### src/rtl/can_eirq_pkg.sv
// Package: shared types and field positions for the CAN error status unit.
// Assumes a 16-bit register word and four word addresses.
package can_eirq_pkg;
    localparam int DATA_W = 16;

    // register word addresses
    typedef enum logic [1:0] {
        A_STATUS = 2'd0,
        A_MASK   = 2'd1,
        A_FLAGS  = 2'd2,
        A_CTRL   = 2'd3
    } reg_addr_e;

    // fault-confinement state as reported in status bits 5:4
    typedef enum logic [1:0] {
        FC_ACTIVE  = 2'b00,
        FC_PASSIVE = 2'b01,
        FC_BUSOFF  = 2'b10
    } fault_e;

    // error kinds; the packed order matches status bits 15:10
    typedef struct packed {
        logic bit_rec;
        logic bit_dom;
        logic ack;
        logic crc;
        logic form;
        logic stuff;
    } err_kind_t;

    localparam int ST_KIND_LSB = 10;
    localparam int ST_TXWARN   = 9;
    localparam int ST_RXWARN   = 8;
    localparam int ST_IDLE     = 7;
    localparam int ST_TXRX     = 6;
    localparam int ST_FC_LSB   = 4;
    localparam int IRQ_BITS    = 3;   // status bits 2:0
    localparam int CTRL_BOFF   = 7;
    localparam int CTRL_ERR    = 6;
endpackage

### src/rtl/can_w1c_bits.sv
// Module: a row of write-one-to-clear flag bits.
// Each bit is set by a hardware pulse and cleared by a software write of 1.
// A set and a clear in the same cycle leave the bit set.
// Assumes set and clr are synchronous to clk.
module can_w1c_bits #(
    parameter int W = 16
) (
    input  logic         clk,
    input  logic         rst_n,
    input  logic [W-1:0] set,
    input  logic [W-1:0] clr,
    output logic [W-1:0] q
);
    generate
        for (genvar i = 0; i < W; i++) begin : g_bit
            // one flag: a set wins over a clear
            always_ff @(posedge clk) begin
                if (!rst_n)      q[i] <= 1'b0;
                else if (set[i]) q[i] <= 1'b1;
                else if (clr[i]) q[i] <= 1'b0;
            end


            w1c_set_wins_chk: assert property (@(posedge clk) disable iff (!rst_n)
                set[i] |=> q[i]);

            w1c_clear_chk: assert property (@(posedge clk) disable iff (!rst_n)
                (clr[i] && !set[i]) |=> !q[i]);

            w1c_hold_chk: assert property (@(posedge clk) disable iff (!rst_n)
                (!clr[i] && !set[i]) |=> (q[i] == $past(q[i])));
        end
    endgenerate
endmodule

### src/rtl/can_fault_conf.sv
// Module: works out the warning and fault-confinement state from the error counts.
// It also gives a one-cycle pulse when the node first enters bus-off.
// The transmit count is one bit wider, so its top bit set means 256 or more.
module can_fault_conf
    import can_eirq_pkg::*;
#(
    parameter int CNT_W       = 8,
    parameter int WARN_LVL    = 96,
    parameter int PASSIVE_LVL = 128
) (
    input  logic           clk,
    input  logic           rst_n,
    input  logic [CNT_W-1:0] rx_cnt,
    input  logic [CNT_W:0]   tx_cnt,
    output logic           tx_warn,
    output logic           rx_warn,
    output fault_e         state,
    output logic           busoff_entry
);
    localparam logic [CNT_W:0]   TX_WARN_V = (CNT_W+1)'(WARN_LVL);
    localparam logic [CNT_W-1:0] RX_WARN_V = CNT_W'(WARN_LVL);
    localparam logic [CNT_W:0]   TX_PASS_V = (CNT_W+1)'(PASSIVE_LVL);
    localparam logic [CNT_W-1:0] RX_PASS_V = CNT_W'(PASSIVE_LVL);

    logic in_busoff;
    logic busoff_q;

    // warning levels, compared live
    always_comb begin
        tx_warn = (tx_cnt >= TX_WARN_V);
        rx_warn = (rx_cnt >= RX_WARN_V);
    end

    // state decode; bus-off takes precedence over passive
    always_comb begin
        in_busoff = tx_cnt[CNT_W];
        if (in_busoff)
            state = FC_BUSOFF;
        else if ((tx_cnt >= TX_PASS_V) || (rx_cnt >= RX_PASS_V))
            state = FC_PASSIVE;
        else
            state = FC_ACTIVE;
    end

    // remember bus-off from the last cycle to find the entry edge
    always_ff @(posedge clk) begin
        if (!rst_n) busoff_q <= 1'b0;
        else        busoff_q <= in_busoff;
    end

    assign busoff_entry = in_busoff & ~busoff_q;


    busoff_implies_warn_chk: assert property (@(posedge clk) disable iff (!rst_n)
        (state == FC_BUSOFF) |-> tx_warn);

    entry_single_pulse_chk: assert property (@(posedge clk) disable iff (!rst_n)
        busoff_entry |=> !busoff_entry);
endmodule

### src/rtl/can_err_capture.sv
// Module: holds the error kind that arrived most recently.
// Any pulse replaces the whole field. A status read clears the field,
// but an error pulse in the same cycle as the read is kept.
module can_err_capture
    import can_eirq_pkg::*;
(
    input  logic      clk,
    input  logic      rst_n,
    input  err_kind_t ev,
    input  logic      rd_clr,
    output err_kind_t kind_q
);
    logic any_ev;
    assign any_ev = |ev;

    // replace on any event, otherwise clear when read
    always_ff @(posedge clk) begin
        if (!rst_n)      kind_q <= '0;
        else if (any_ev) kind_q <= ev;
        else if (rd_clr) kind_q <= '0;
    end


    ack_capture_chk: assert property (@(posedge clk) disable iff (!rst_n)
        ev.ack |=> kind_q.ack);

    recent_only_chk: assert property (@(posedge clk) disable iff (!rst_n)
        (ev.crc && !ev.ack) |=> !kind_q.ack);

    read_clear_chk: assert property (@(posedge clk) disable iff (!rst_n)
        (rd_clr && !any_ev) |=> (kind_q == '0));
endmodule

### src/rtl/can_err_irq_unit.sv
// Module: top of the CAN error status and interrupt unit.
// Builds the status word, holds the mailbox mask, flags and interrupt enables,
// and drives the bus-off, error and mailbox interrupts.
// Assumes the event pulses last one cycle, the counts come from the
// protocol engine, and the register read data is taken combinationally.
module can_err_irq_unit
    import can_eirq_pkg::*;
#(
    parameter int NUM_MB      = 16,
    parameter int CNT_W       = 8,
    parameter int WARN_LVL    = 96,
    parameter int PASSIVE_LVL = 128
) (
    input  logic              clk,
    input  logic              rst_n,
    input  logic              ev_bit_dom,
    input  logic              ev_bit_rec,
    input  logic              ev_ack,
    input  logic              ev_crc,
    input  logic              ev_form,
    input  logic              ev_stuff,
    input  logic              ev_wake,
    input  logic              bus_idle,
    input  logic              node_tx_rx,
    input  logic [CNT_W-1:0]  rx_err_cnt,
    input  logic [CNT_W:0]    tx_err_cnt,
    input  logic [NUM_MB-1:0] mb_done,
    input  logic              reg_wr,
    input  logic              reg_rd,
    input  logic [1:0]        reg_addr,
    input  logic [15:0]       reg_wdata,
    output logic [15:0]       reg_rdata,
    output logic              irq_busoff,
    output logic              irq_err,
    output logic              irq_mbox
);
    localparam int KIND_W = $bits(err_kind_t);

    err_kind_t             ev_now;
    err_kind_t             kind_q;
    logic                  tx_warn, rx_warn, busoff_entry;
    fault_e                fstate;
    logic [IRQ_BITS-1:0]   st_irq_set, st_irq_clr, st_irq_q;
    logic [NUM_MB-1:0]     flag_clr, flag_q, mask_q;
    logic                  boff_en_q, err_en_q;
    logic                  wr_status, wr_mask, wr_flags, wr_ctrl, rd_status;
    logic [DATA_W-1:0]     status_w, flags_w, mask_w, ctrl_w;

    // pack the event pulses in status-field order
    always_comb begin
        ev_now.bit_rec = ev_bit_rec;
        ev_now.bit_dom = ev_bit_dom;
        ev_now.ack     = ev_ack;
        ev_now.crc     = ev_crc;
        ev_now.form    = ev_form;
        ev_now.stuff   = ev_stuff;
    end

    // decode register strobes
    always_comb begin
        wr_status = reg_wr && (reg_addr == A_STATUS);
        wr_mask   = reg_wr && (reg_addr == A_MASK);
        wr_flags  = reg_wr && (reg_addr == A_FLAGS);
        wr_ctrl   = reg_wr && (reg_addr == A_CTRL);
        rd_status = reg_rd && (reg_addr == A_STATUS);
    end

    can_fault_conf #(
        .CNT_W       (CNT_W),
        .WARN_LVL    (WARN_LVL),
        .PASSIVE_LVL (PASSIVE_LVL)
    ) u_fault (
        .clk          (clk),
        .rst_n        (rst_n),
        .rx_cnt       (rx_err_cnt),
        .tx_cnt       (tx_err_cnt),
        .tx_warn      (tx_warn),
        .rx_warn      (rx_warn),
        .state        (fstate),
        .busoff_entry (busoff_entry)
    );

    can_err_capture u_capture (
        .clk    (clk),
        .rst_n  (rst_n),
        .ev     (ev_now),
        .rd_clr (rd_status),
        .kind_q (kind_q)
    );

    // status interrupt bits: 2 bus-off entry, 1 any error, 0 wake
    always_comb begin
        st_irq_set = {busoff_entry, |ev_now, ev_wake};
        st_irq_clr = wr_status ? reg_wdata[IRQ_BITS-1:0] : '0;
    end

    can_w1c_bits #(.W(IRQ_BITS)) u_st_irq (
        .clk   (clk),
        .rst_n (rst_n),
        .set   (st_irq_set),
        .clr   (st_irq_clr),
        .q     (st_irq_q)
    );

    // mailbox flag clears come from writes at the flag address
    assign flag_clr = wr_flags ? reg_wdata[NUM_MB-1:0] : '0;

    can_w1c_bits #(.W(NUM_MB)) u_mb_flags (
        .clk   (clk),
        .rst_n (rst_n),
        .set   (mb_done),
        .clr   (flag_clr),
        .q     (flag_q)
    );

    // mailbox mask register
    always_ff @(posedge clk) begin
        if (!rst_n)       mask_q <= '0;
        else if (wr_mask) mask_q <= reg_wdata[NUM_MB-1:0];
    end

    // control register: bus-off and error interrupt enables
    always_ff @(posedge clk) begin
        if (!rst_n) begin
            boff_en_q <= 1'b0;
            err_en_q  <= 1'b0;
        end else if (wr_ctrl) begin
            boff_en_q <= reg_wdata[CTRL_BOFF];
            err_en_q  <= reg_wdata[CTRL_ERR];
        end
    end

    // assemble the readable words
    always_comb begin
        status_w = '0;
        status_w[ST_KIND_LSB +: KIND_W] = kind_q;
        status_w[ST_TXWARN]             = tx_warn;
        status_w[ST_RXWARN]             = rx_warn;
        status_w[ST_IDLE]               = bus_idle;
        status_w[ST_TXRX]               = node_tx_rx;
        status_w[ST_FC_LSB +: 2]        = fstate;
        status_w[IRQ_BITS-1:0]          = st_irq_q;
        flags_w = '0;
        flags_w[NUM_MB-1:0] = flag_q;
        mask_w = '0;
        mask_w[NUM_MB-1:0] = mask_q;
        ctrl_w = '0;
        ctrl_w[CTRL_BOFF] = boff_en_q;
        ctrl_w[CTRL_ERR]  = err_en_q;
    end

    // read mux
    always_comb begin
        unique case (reg_addr)
            A_STATUS: reg_rdata = status_w;
            A_MASK:   reg_rdata = mask_w;
            A_FLAGS:  reg_rdata = flags_w;
            default:  reg_rdata = ctrl_w;
        endcase
    end

    // interrupt outputs
    always_comb begin
        irq_busoff = st_irq_q[2] & boff_en_q;
        irq_err    = st_irq_q[1] & err_en_q;
        irq_mbox   = |(flag_q & mask_q);
    end


    mbox_irq_rise_chk: assert property (@(posedge clk) disable iff (!rst_n)
        ((|(mb_done & mask_q)) && !wr_mask) |=> irq_mbox);

    busoff_latch_chk: assert property (@(posedge clk) disable iff (!rst_n)
        busoff_entry |=> st_irq_q[2]);

    busoff_gate_chk: assert property (@(posedge clk) disable iff (!rst_n)
        (!boff_en_q && !wr_ctrl) |=> !irq_busoff);

    err_gate_chk: assert property (@(posedge clk) disable iff (!rst_n)
        (!err_en_q && !wr_ctrl) |=> !irq_err);

    reset_quiet_chk: assert property (@(posedge clk)
        !rst_n |=> (!irq_busoff && !irq_err && !irq_mbox));
endmodule

### config.mk
export PLATFORM = sky130hd
export DESIGN_NAME = can_err_irq_unit
export DESIGN_NICKNAME = d
export VERILOG_FILES = /design/src/rtl/can_eirq_pkg.sv /design/src/rtl/can_w1c_bits.sv /design/src/rtl/can_fault_conf.sv /design/src/rtl/can_err_capture.sv /design/src/rtl/can_err_irq_unit.sv
export SDC_FILE = /design/constraint.sdc
export NUM_CORES = 1
export LEC_CHECK = 0
export CORE_MARGIN = 1
export CORE_UTILIZATION = 39
export DETAILED_ROUTE_END_ITERATION = 10
export PLACE_DENSITY = 0.81
export SYNTH_ARGS = -nofsm -noshare
export SYNTH_HDL_FRONTEND = slang
export SYNTH_SLANG_ARGS = --single-unit
### constraint.sdc
create_clock -name clk -period 1.1 [get_ports clk]
set_input_delay 0.11 -clock clk [delete_from_list [all_inputs] [get_ports clk]]
set_output_delay 0.11 -clock clk [all_outputs]
set_load 0.05 [all_outputs]
* Yosys cells after proc, flatten, opt, wreduce, memory -nomap -nowiden
Cells that the tools add are included.
** Word-level totals
- Input bits :: 64
- Output and inout port bits :: 19
- Register bits after elaboration :: 44
- Logic and storage cells :: 115
** Operators by class
- Mux-type cells :: 45
- Equality and inequality tests :: 3
- Order comparisons :: 4
- Bitwise operators :: 5
- Reductions and logical operators :: 29
** Operators with widths (count)
- 16-bit one-hot mux with 3 select lines :: 1
- 2-bit nonzero test :: 20
- 1-bit 2-to-1 mux :: 39
- 16-bit bitwise AND :: 1
- 16-bit 2-to-1 mux :: 1
- 16-bit OR reduction :: 1
- 6-bit 2-to-1 mux :: 2
- 9-bit by 7-bit >= comparator with 1-bit output (second input constant) :: 1
- 9-bit by 8-bit >= comparator with 1-bit output (second input constant) :: 1
- 8-bit by 7-bit >= comparator with 1-bit output (second input constant) :: 1
- 8-bit >= comparator (second input constant) :: 1
- 6-bit OR reduction :: 1
- 1-bit logical AND :: 5
- 2-bit equality test (second input constant) :: 2
- 1-bit bitwise AND :: 3
- 3-bit 2-to-1 mux :: 1
- 2-bit by 1-bit equality test with 1-bit output (second input constant) :: 1
- 2-bit zero test :: 1
- 2-bit 2-to-1 mux :: 1
- 1-bit logical OR :: 1
- 1-bit NOT :: 1

* Logic depth before layout (Yosys ltp)
Gate-level depths: netlist of run 1.
- Depth in word-level cells :: 5
- Depth in mapped cells :: 6
- Mapped depth without buffers :: 3

* Modules after synthesis
From an unflattened synthesis of run 1, not the netlist that was laid out.
** Unflattened totals
- Cell total of the unflattened synthesis :: 251
- Area total of the unflattened synthesis :: 2383.5 sq um
** Modules (own cells, without submodules)
- can_err_irq_unit :: area an instance 1357.6 sq um, times used 1, cells each 164
- can_w1c_bits (u_mb_flags) :: area an instance 571.8 sq um, times used 1, cells each 50
- can_err_capture :: area an instance 264.0 sq um, times used 1, cells each 21
- can_w1c_bits (u_st_irq) :: area an instance 123.9 sq um, times used 1, cells each 9
- can_fault_conf :: area an instance 66.3 sq um, times used 1, cells each 7

* Worst setup path after synthesis of run 1
OpenSTA, ideal clock, no wires.
- Path type :: input to output
- Start point :: input port reg_addr[0]
- End point :: output port reg_rdata[4]
- Path slack :: -772 ps
- Stages :: 4
- Path buffers :: 2
- Arrival :: 1762 ps
- Cell sequence :: buf_6 > buf_2 > o31a_1 > o21ai_0
** On the way
- Cells in the longest elaborated chain, start to end :: 2
- Elaborated cells between the ends (all ways) :: 4
** Ends and longest elaborated chain
- start, declared :: RTL line can_err_irq_unit.sv:30 : input logic [1:0] reg_addr,
- 2-bit equality test (tied with other cells) :: RTL line can_err_irq_unit.sv:154 : unique case (reg_addr)
- 16-bit one-hot mux with 3 select lines (*) :: RTL line can_err_irq_unit.sv:154
- end, declared :: RTL line can_err_irq_unit.sv:32 : output logic [15:0] reg_rdata,
Every way passes the cells marked *; elsewhere a longest branch is shown, timed or not.

* Worst setup path after layout of run 1
- Start point :: register mask_q[15]
- End point :: output port irq_mbox
** On the way
- Cells in the longest elaborated chain, start to end :: 2
** Ends and longest elaborated chain
- start, declared :: RTL line can_err_irq_unit.sv:44 : logic [NUM_MB-1:0] flag_clr, flag_q, mask_q;
- start signal, assigned :: RTL line can_err_irq_unit.sv:119 : else if (wr_mask) mask_q <= reg_wdata[NUM_MB-1:0];
- 16-bit bitwise AND :: RTL line can_err_irq_unit.sv:166 : irq_mbox = |(flag_q & mask_q);
- 16-bit OR reduction :: RTL line can_err_irq_unit.sv:166
- end, declared :: RTL line can_err_irq_unit.sv:35 : output logic irq_mbox
No other way between the ends.

==> results of run 1 <==
## worst max-delay path by stage
stage,from,end,slack [ns],cells past startpoint
finish,mask_q[15],irq_mbox,-0.53,4
global route,mask_q[15],irq_mbox,-0.54,4
CTS,mask_q[15],irq_mbox,-0.49,4
detailed placement,reg_addr[0],u_st_irq.q[2],-0.52,5
global placement,reg_addr[0],u_capture.kind_q[5],-0.48,5
floorplan,u_mb_flags.q[5],irq_mbox,-0.20,3
## metrics by stage
stage	hold WS, ns	util, %	instances	cell area, um2	TNS, ns
2_1_floorplan	0.211	-	245	2230	-0.398
3_3_place_gp	0.466	71.8	417	3500	-24.21
3_5_place_dp	0.469	71.8	417	3500	-25.60
4_1_cts	0.331	79.1	430	3860	-3.25
5_1_grt	0.256	81.5	434	3980	-4.08
6_report	0.231	81.5	434	3980	-3.40
## synth_stat cells (all sizes together), types with 2 or more instances
cell type / n / area share (%)
nand2: 48 / 8.9
dfxtp: 44 / 43
o21ai: 28 / 6.9
a31oi: 18 / 5.5
inv: 17 / 3.1
a21oi: 16 / 3.9
mux2i: 12 / 5.9
a22o: 10 / 4.3
buf: 9 / 2.8
clkbuf: 7 / 1.4
a221oi: 4 / 1.7
and2: 4 / 1.2
nor2: 4 / 0.74
nor2b: 4 / 1.4
mux4: 2 / 2.2
nand3b: 2 / 0.74
o31ai: 2 / 0.74
## repair_timing
action,4_1_cts,5_1_grt
pin swaps,12,14
cloned,1,1
resized for setup,72,30
setup buffers,5,7
endpoints found under the setup margin,62,31
## critical path, delay by kind of cell, from the launching register on
kind / cells / cell delay (ns)
AOI/OAI and AO/OA: 2 / 0.48
DFF: 1 / 0.33
buffers and inverters: 1 / 0.20
and+or+nand+nor: 1 / 0.20
## kinds of logic after synthesis
kind of cell           count (synthesis)  share of synthesized area (%)
AO/OA/AOI/OAI                         84                           25.6
buffers and inverters                 34                           7.56
flip-flops                            44                           43.3
multiplexers                          14                           8.12
AND/OR/NAND/NOR                       69                           15.4
## report_power, final
part / switching (W) / internal, W
clock: 0.000591 / 0.000511
sequential: 0.0000839 / 0.00168
combinational: 0.000598 / 0.000675
## final cells by class
class | count | area [um2]
timing repair buffer | 130 | 1430
tap | 67 | 83.8
clock inverter | 1 | 7.51
fill | 269 | 905
multi-input combinational | 167 | 1370
clock buffer | 7 | 86.3
inverter | 18 | 67.6
sequential | 44 | 931
## flip-flops by register name (all words and copies together), names as in the netlist
register and flops:
mask_q 16, u_mb_flags.q 16, err_en_q 1, boff_en_q 1, u_st_irq.q 3, u_capture.kind_q 6, u_fault.busoff_q 1
## metal layers
layer | wire length (um) | track usage, % | part of all wire [%] | vias to the layer above
li1 | - | - | - | 1110
met1 | 3100 | 33.4 | 39 | 1146
met2 | 4220 | 54.5 | 53 | 129
met3 | 513 | 7.32 | 6.4 | 27
met4 | 180 | 13.2 | 2.2 | 0
met5 | 0 | 0 | 0 | -
==> impl_results.md, run 1 <==
* Proportion of layout cells with a drive suffix above 1 at 43.3%
* Initial core utilization at a little over two fifths
* HPWL after detailed placement at 4880 um
* Global-route wire length before repair at roughly 12000 um
* Maximum number of buffers from clock root to sink at 2
* Hold Path Stages at 3
* Post-Syn Instances at 245
* Slowest CP cell: sky130_fd_sc_hd__dfxtp_2
* Worst-case hold path end point: u_capture.kind_q[3]
* I/O pins at 83
* Drt first-iter violations at ~190
* Ordered list of cells on the worst path: a22o_1, a221oi_2, nand4_1, buf_6
* Detailed-route wire length per cell at roughly 18 um
* Floorplan row count at 25
* Maximum number of pins on one net before global-route repair at 17
* Mapped Nets at 309
* Cell Area, Synth at slightly above 0.002 mm2
* Final period utilization at 148%
* Via count of the first global-routing pass at ~2600
* Number of hold violations in the final report at 0
* Number of synthesized flops with an enable pin at 0
* Reg-to-reg setup timing slack at about 0.17 ns
* Count of inserted antenna diode cells at 0
* Final Max Slew Viols at 0
* Via count at ~2400
* Worst path setup slack after routing at -0.528 ns
* Seq cells post-synth at between 40 and 50
* Global-route usage over all layers at 30.1%
* Insertion delay to the later sink of the worst-skew pair at about 0.31 ns
* Area added between synthesis and finish at 95.4%
* Total setup violations reported at the end of the flow at 21
* Pre-Repair DR Iteration Count at 5
* Sequential fraction of the synthesis area at a little over two fifths
* Violations in the final reports: setup timing
* Buffer cell driving the clock tree root: sky130_fd_sc_hd__clkbuf_8
* TritonCTS clock tree: built
* Run status: finished, violations left
* Static leakage at around 1.6 nW
* Worst r2r src: u_mb_flags.q[15]
* Hold Path Class: primary input to flip-flop
* Number of antenna violations at the first check in global routing at 0
* Clock buffers created by TritonCTS at 5
* Die outline height at about 74 um
* CTS Sinks at 44
* Commonest cells after routing, fill and taps aside: sky130_fd_sc_hd__nand2_1 (45), sky130_fd_sc_hd__clkdlybuf4s50_1 (44), sky130_fd_sc_hd__buf_4 (42), sky130_fd_sc_hd__dfxtp_2 (22), sky130_fd_sc_hd__buf_12 (20)
* Yosys warning count at 0
* Remaining max-slew budget at the tightest pin at between 70% and 80%
* Most common library cell in the layout ignoring fill and taps: sky130_fd_sc_hd__nand2_1
* Number of max-cap violations at 0
* Pwr dens at roughly 1000 mW/mm2
* Largest voltage drop on the vdd net at between 0.7 and 0.8 mV
* Die footprint at about 0.0055 mm2
* Final setup skew at about 0.00011 ns
* Maximum cell stage delay along the critical path at 0.33 ns
* FFs w/ async S/R, synth at 0%
* Power after layout at roughly 0.0041 W
* Synth cell types at 34
* Chip Width at 74.2 um
* Number of nets in the layout at 430
* End of the worst register-to-register path: u_mb_flags.q[15]
* Top achievable clock speed at slightly above 0.6 GHz
* Clock transition time at the flip-flop clock pins of the worst setup and hold paths at around 0.090 ns
* Per-cell via count in the routed design at 5.56
* Data required time at the worst endpoint at roughly 1 ns
* Port Buf Inserts at 72
* Last weighted congestion value of the routability-driven placer at 0.806
* Critical path startpoint category: flip-flop
* H-Tree Level Count at 2
* DRT Wirelength at 8010 um
* Category of the critical setup timing path: flip-flop to output port
* Remaining antenna violation count after routing at 0
* R2R cell count at 4
* Area inside the core boundary at 0.00488 mm2
* Peak fanout along the critical path at 2
* Final min period at approximately 1.6 ns
* Prevailing post-synth register cell: sky130_fd_sc_hd__dfxtp_1
* Worst setup EP type: output port
* Slew of the pin with the lowest slew margin at roughly 0.31 ns
* Data arrival at the endpoint of the critical path at ~1.5 ns
* Post-synthesis average cell area at about 8.3 um2
* Number of hold buffers added after CTS at 0
* Setup Slack @ Placement at -0.522 ns
* Startpoint of the most critical hold path: ev_ack
* Residual DRC at 0
* Total gr overflow at 0
* Unrepaired setup endpoints after global routing: true
Power figures use the tool's default switching activity.
==> run 2, diff against run 1 <==
Settings changed: CORE_MARGIN 1 to 4, SKIP_LAST_GASP set to 1.
==> impl_results.md, run 2 (synthesis gave the netlist of run 1 again) <==
* Run status: finished, violations left
* Violations in the final reports: setup timing
* Filler Cells Inserted at 313 (+16%)
* Buffer cell driving the clock tree root: sky130_fd_sc_hd__clkbuf_8
* Final min period at 1.65 ns (+0.0205 ns)
* Via count of the first global-routing pass at 2476 (-3.2%)
* Global-route usage over all layers at 24.6% (-5.5 points)
* Top routing layer in use: met4
* Die footprint at 0.00644 mm2 (+17%)
* Remaining antenna violation count after routing at 0 (unchanged)
* Residual DRC at 0 (unchanged)
* Drt first-iter violations at 99 (-49%)
* Power after layout at 0.00408 W (-1.5%)
* Unrepaired setup endpoints after global routing: true
* Global-route wire length before repair at 11900 um (-1.4%)
* Category of the critical setup timing path: flip-flop to output port
* Multi-input gate area in the final layout at 0.00137 mm2 (+0.55%)
* Port Buf Inserts at 72 (unchanged)
* Chip Width at 80.2 um (+8.1%)
* Clock transition time at the flip-flop clock pins of the worst setup and hold paths at 0.08 ns (about the same)
* Total routed wire length on the met1 layer at 3160 um (+1.9%)
* Biggest regs: mask_q (16), u_mb_flags.q (16), u_capture.kind_q (6)
* Final Max Slew Viols at 0 (unchanged)
* Wire length on met2 at 4130 um (-2.3%)
* TNS Setup at -3.44 ns (-0.0340 ns)
* Critical path startpoint category: flip-flop
* Clock buffers created by TritonCTS at 5 (unchanged)
* Maximum number of buffers from clock root to sink at 2 (unchanged)
* Final setup skew at 0.0000414 ns (-0.0000661 ns)
* DRT Wirelength at 8210 um (+2.4%)
* Largest voltage drop on the vdd net at 0.798 mV (+5.1%)
* Area occupied by registers at 935 um2 (+0.40%)
* Floorplan row count at 26 (+4.0%)
* Final core occ at 78.3% (-3.2 points)
* Detailed-route wire length per cell at 18.7 um (+1.0%)
* Area added between synthesis and finish at 95.2% (about the same)
* Via count at 2394 (-0.75%)
* Most common library cell in the layout ignoring fill and taps: sky130_fd_sc_hd__clkdlybuf4s50_1
* Slowest CP cell: sky130_fd_sc_hd__dfxtp_2
* Reg-to-reg setup timing slack at 0.22 ns (+0.05 ns)
* Total setup violations reported at the end of the flow at 18 (-14%)
* Family of cells with the greatest summed delay on the critical path: compound AO/OA/AOI/OAI gates
* I/O pins at 83 (unchanged)
* Static leakage at 1.63 nW (+0.66%)
* Number of max-cap violations at 0 (unchanged)
* Data required time at the worst endpoint at 0.99 ns (about the same)
* Number of nets in the layout at 433 (+0.70%)
* Pre-Repair DR Iteration Count at 4 (-1)
* Remaining max-slew budget at the tightest pin at 78.9% (-0.50 points)
* Final period utilization at 150% (+1.9 points)
* Top achievable clock speed at 0.607 GHz (-1.2%)
* Ordered list of cells on the worst path: a22o_1, a221oi_2, nand4_1, buf_6
* Total gr overflow at 0 (unchanged)
* Placed cell areas at 0.00349 mm2 (-0.39%)
* Commonest cells after routing, fill and taps aside: sky130_fd_sc_hd__clkdlybuf4s50_1 (45), sky130_fd_sc_hd__nand2_1 (44), sky130_fd_sc_hd__buf_4 (44), sky130_fd_sc_hd__dfxtp_2 (22)
* Critical path buffers and inverters at 1 (unchanged)
* Number of antenna violations at the first check in global routing at 0 (unchanged)
* Maximum number of pins on one net before global-route repair at 16 (-1)
* Area inside the core boundary at 0.00507 mm2 (+4.0%)
* Number of hold violations in the final report at 0 (unchanged)
* Peak fanout along the critical path at 2 (unchanged)
* Pwr dens at 1030 mW/mm2 (-1.4%)
* Last weighted congestion value of the routability-driven placer at 0.852 (+5.7%)
* Initial core utilization at 40.1% (-1.6 points)
* Maximum cell stage delay along the critical path at 0.33 ns (about the same)
* Count of inserted antenna diode cells at 0 (unchanged)
* Slew of the pin with the lowest slew margin at 0.316 ns (+0.00753 ns)
* Insertion delay to the later sink of the worst-skew pair at 0.30 ns (about the same)
* Data arrival at the endpoint of the critical path at 1.54 ns (+0.02 ns)
* HPWL after detailed placement at 5330 um (+9.2%)
* Worst setup EP type: output port
* Setup Slack @ Placement at -0.497 ns (+0.0249 ns)
* Hold Path Class: primary input to flip-flop
* Sum of met3 wire segment lengths after detailed routing at 641 um (+25%)
* Finished Cell Area at 0.00397 mm2 (about the same)
* Die outline height at 80.2 um (+8.1%)
* TritonCTS clock tree: built
* Worst path setup slack after routing at -0.548 ns (-0.0205 ns)
* Per-cell via count in the routed design at 5.44 (-2.1%)
* Number of hold buffers added after CTS at 0 (unchanged)
* Proportion of layout cells with a drive suffix above 1 at 44.9% (+1.5 points)
* CTS Sinks at 44 (unchanged)
* H-Tree Level Count at 2 (unchanged)
==> run 2: cell types whose count changed in the layout (fill, tap and decap cells not counted), sizes merged <==
| cell | before | now |
|---|---|---|
| buf | 79 | 81 |
| clkinvlp | 1 | 0 |
| clkdlybuf4s50 | 44 | 45 |
| dlygate4sd2 | 5 | 2 |
| dlymetal6s2s | 2 | 4 |
| clkbuf | 7 | 9 |
==> run 2: cell type report <==
cell class              count  area share (%)
clock buffers               8            2.27
inverters                  18            1.70
multi-input cells         167            34.6
flip-flops and latches     44            23.5
well taps                  70            2.21
repair buffers            133            35.7
==> run 2: what timing repair did <==
action,4_1_cts,5_1_grt
buffers inserted,3,11
endpoints found under the setup margin,62,39
cloned,2,0
gates resized for setup,74,32
pin swaps,12,14
==> run 2: power breakdown <==
group / internal (W) / leakage (nW) / switching (W)
Clock: 0.000512 / 0.0455 / 0.000541
Sequential: 0.00168 / 0.377 / 0.0000841
Combinational: 0.000662 / 1.20 / 0.000598
==> run 2: path summary, 6_finish.rpt <==
path / endpoint / from / cells after the start
setup / recovery: irq_mbox / mask_q[15] / 4
hold / removal: u_st_irq.q[0] / reg_addr[0] / 4
setup reg to reg: mask_q[15] / mask_q[15] / 5
hold reg to reg: mask_q[7] / mask_q[7] / 2
==> run 2: tightest hold or removal path: stages <==
cell and delay [ns]:
sky130_fd_sc_hd__buf_2 0.14, sky130_fd_sc_hd__nor3b_2 0.07, sky130_fd_sc_hd__buf_4 0.12, sky130_fd_sc_hd__a31oi_1 0.14
==> run 2: metal layers <==
| layer | up-vias | GRT usage (%) |
|---|---|---|
| li1 | 1117 | - |
| met3 | 24 | 5.94 |
| met1 | 1134 | 26.9 |
| met5 | - | 0 |
| met2 | 119 | 42.5 |
| met4 | 0 | 15.4 |
==> run 2: metrics by stage <==
step | hold WS [ns] | std cells
5_1_grt | 0.347 | 440
2_1_floorplan | 0.211 | 245
6_report | 0.312 | 440
4_1_cts | 0.311 | 433
3_3_place_gp | 0.466 | 421
3_5_place_dp | 0.466 | 421
==> run 3, diff against run 2 <==
Settings changed: ABC_CLOCK_PERIOD_IN_PS set to 1100, SLEW_MARGIN set to 30.
==> results of run 3 <==
Final layout, timing and power as in run 2 (identical DEF).
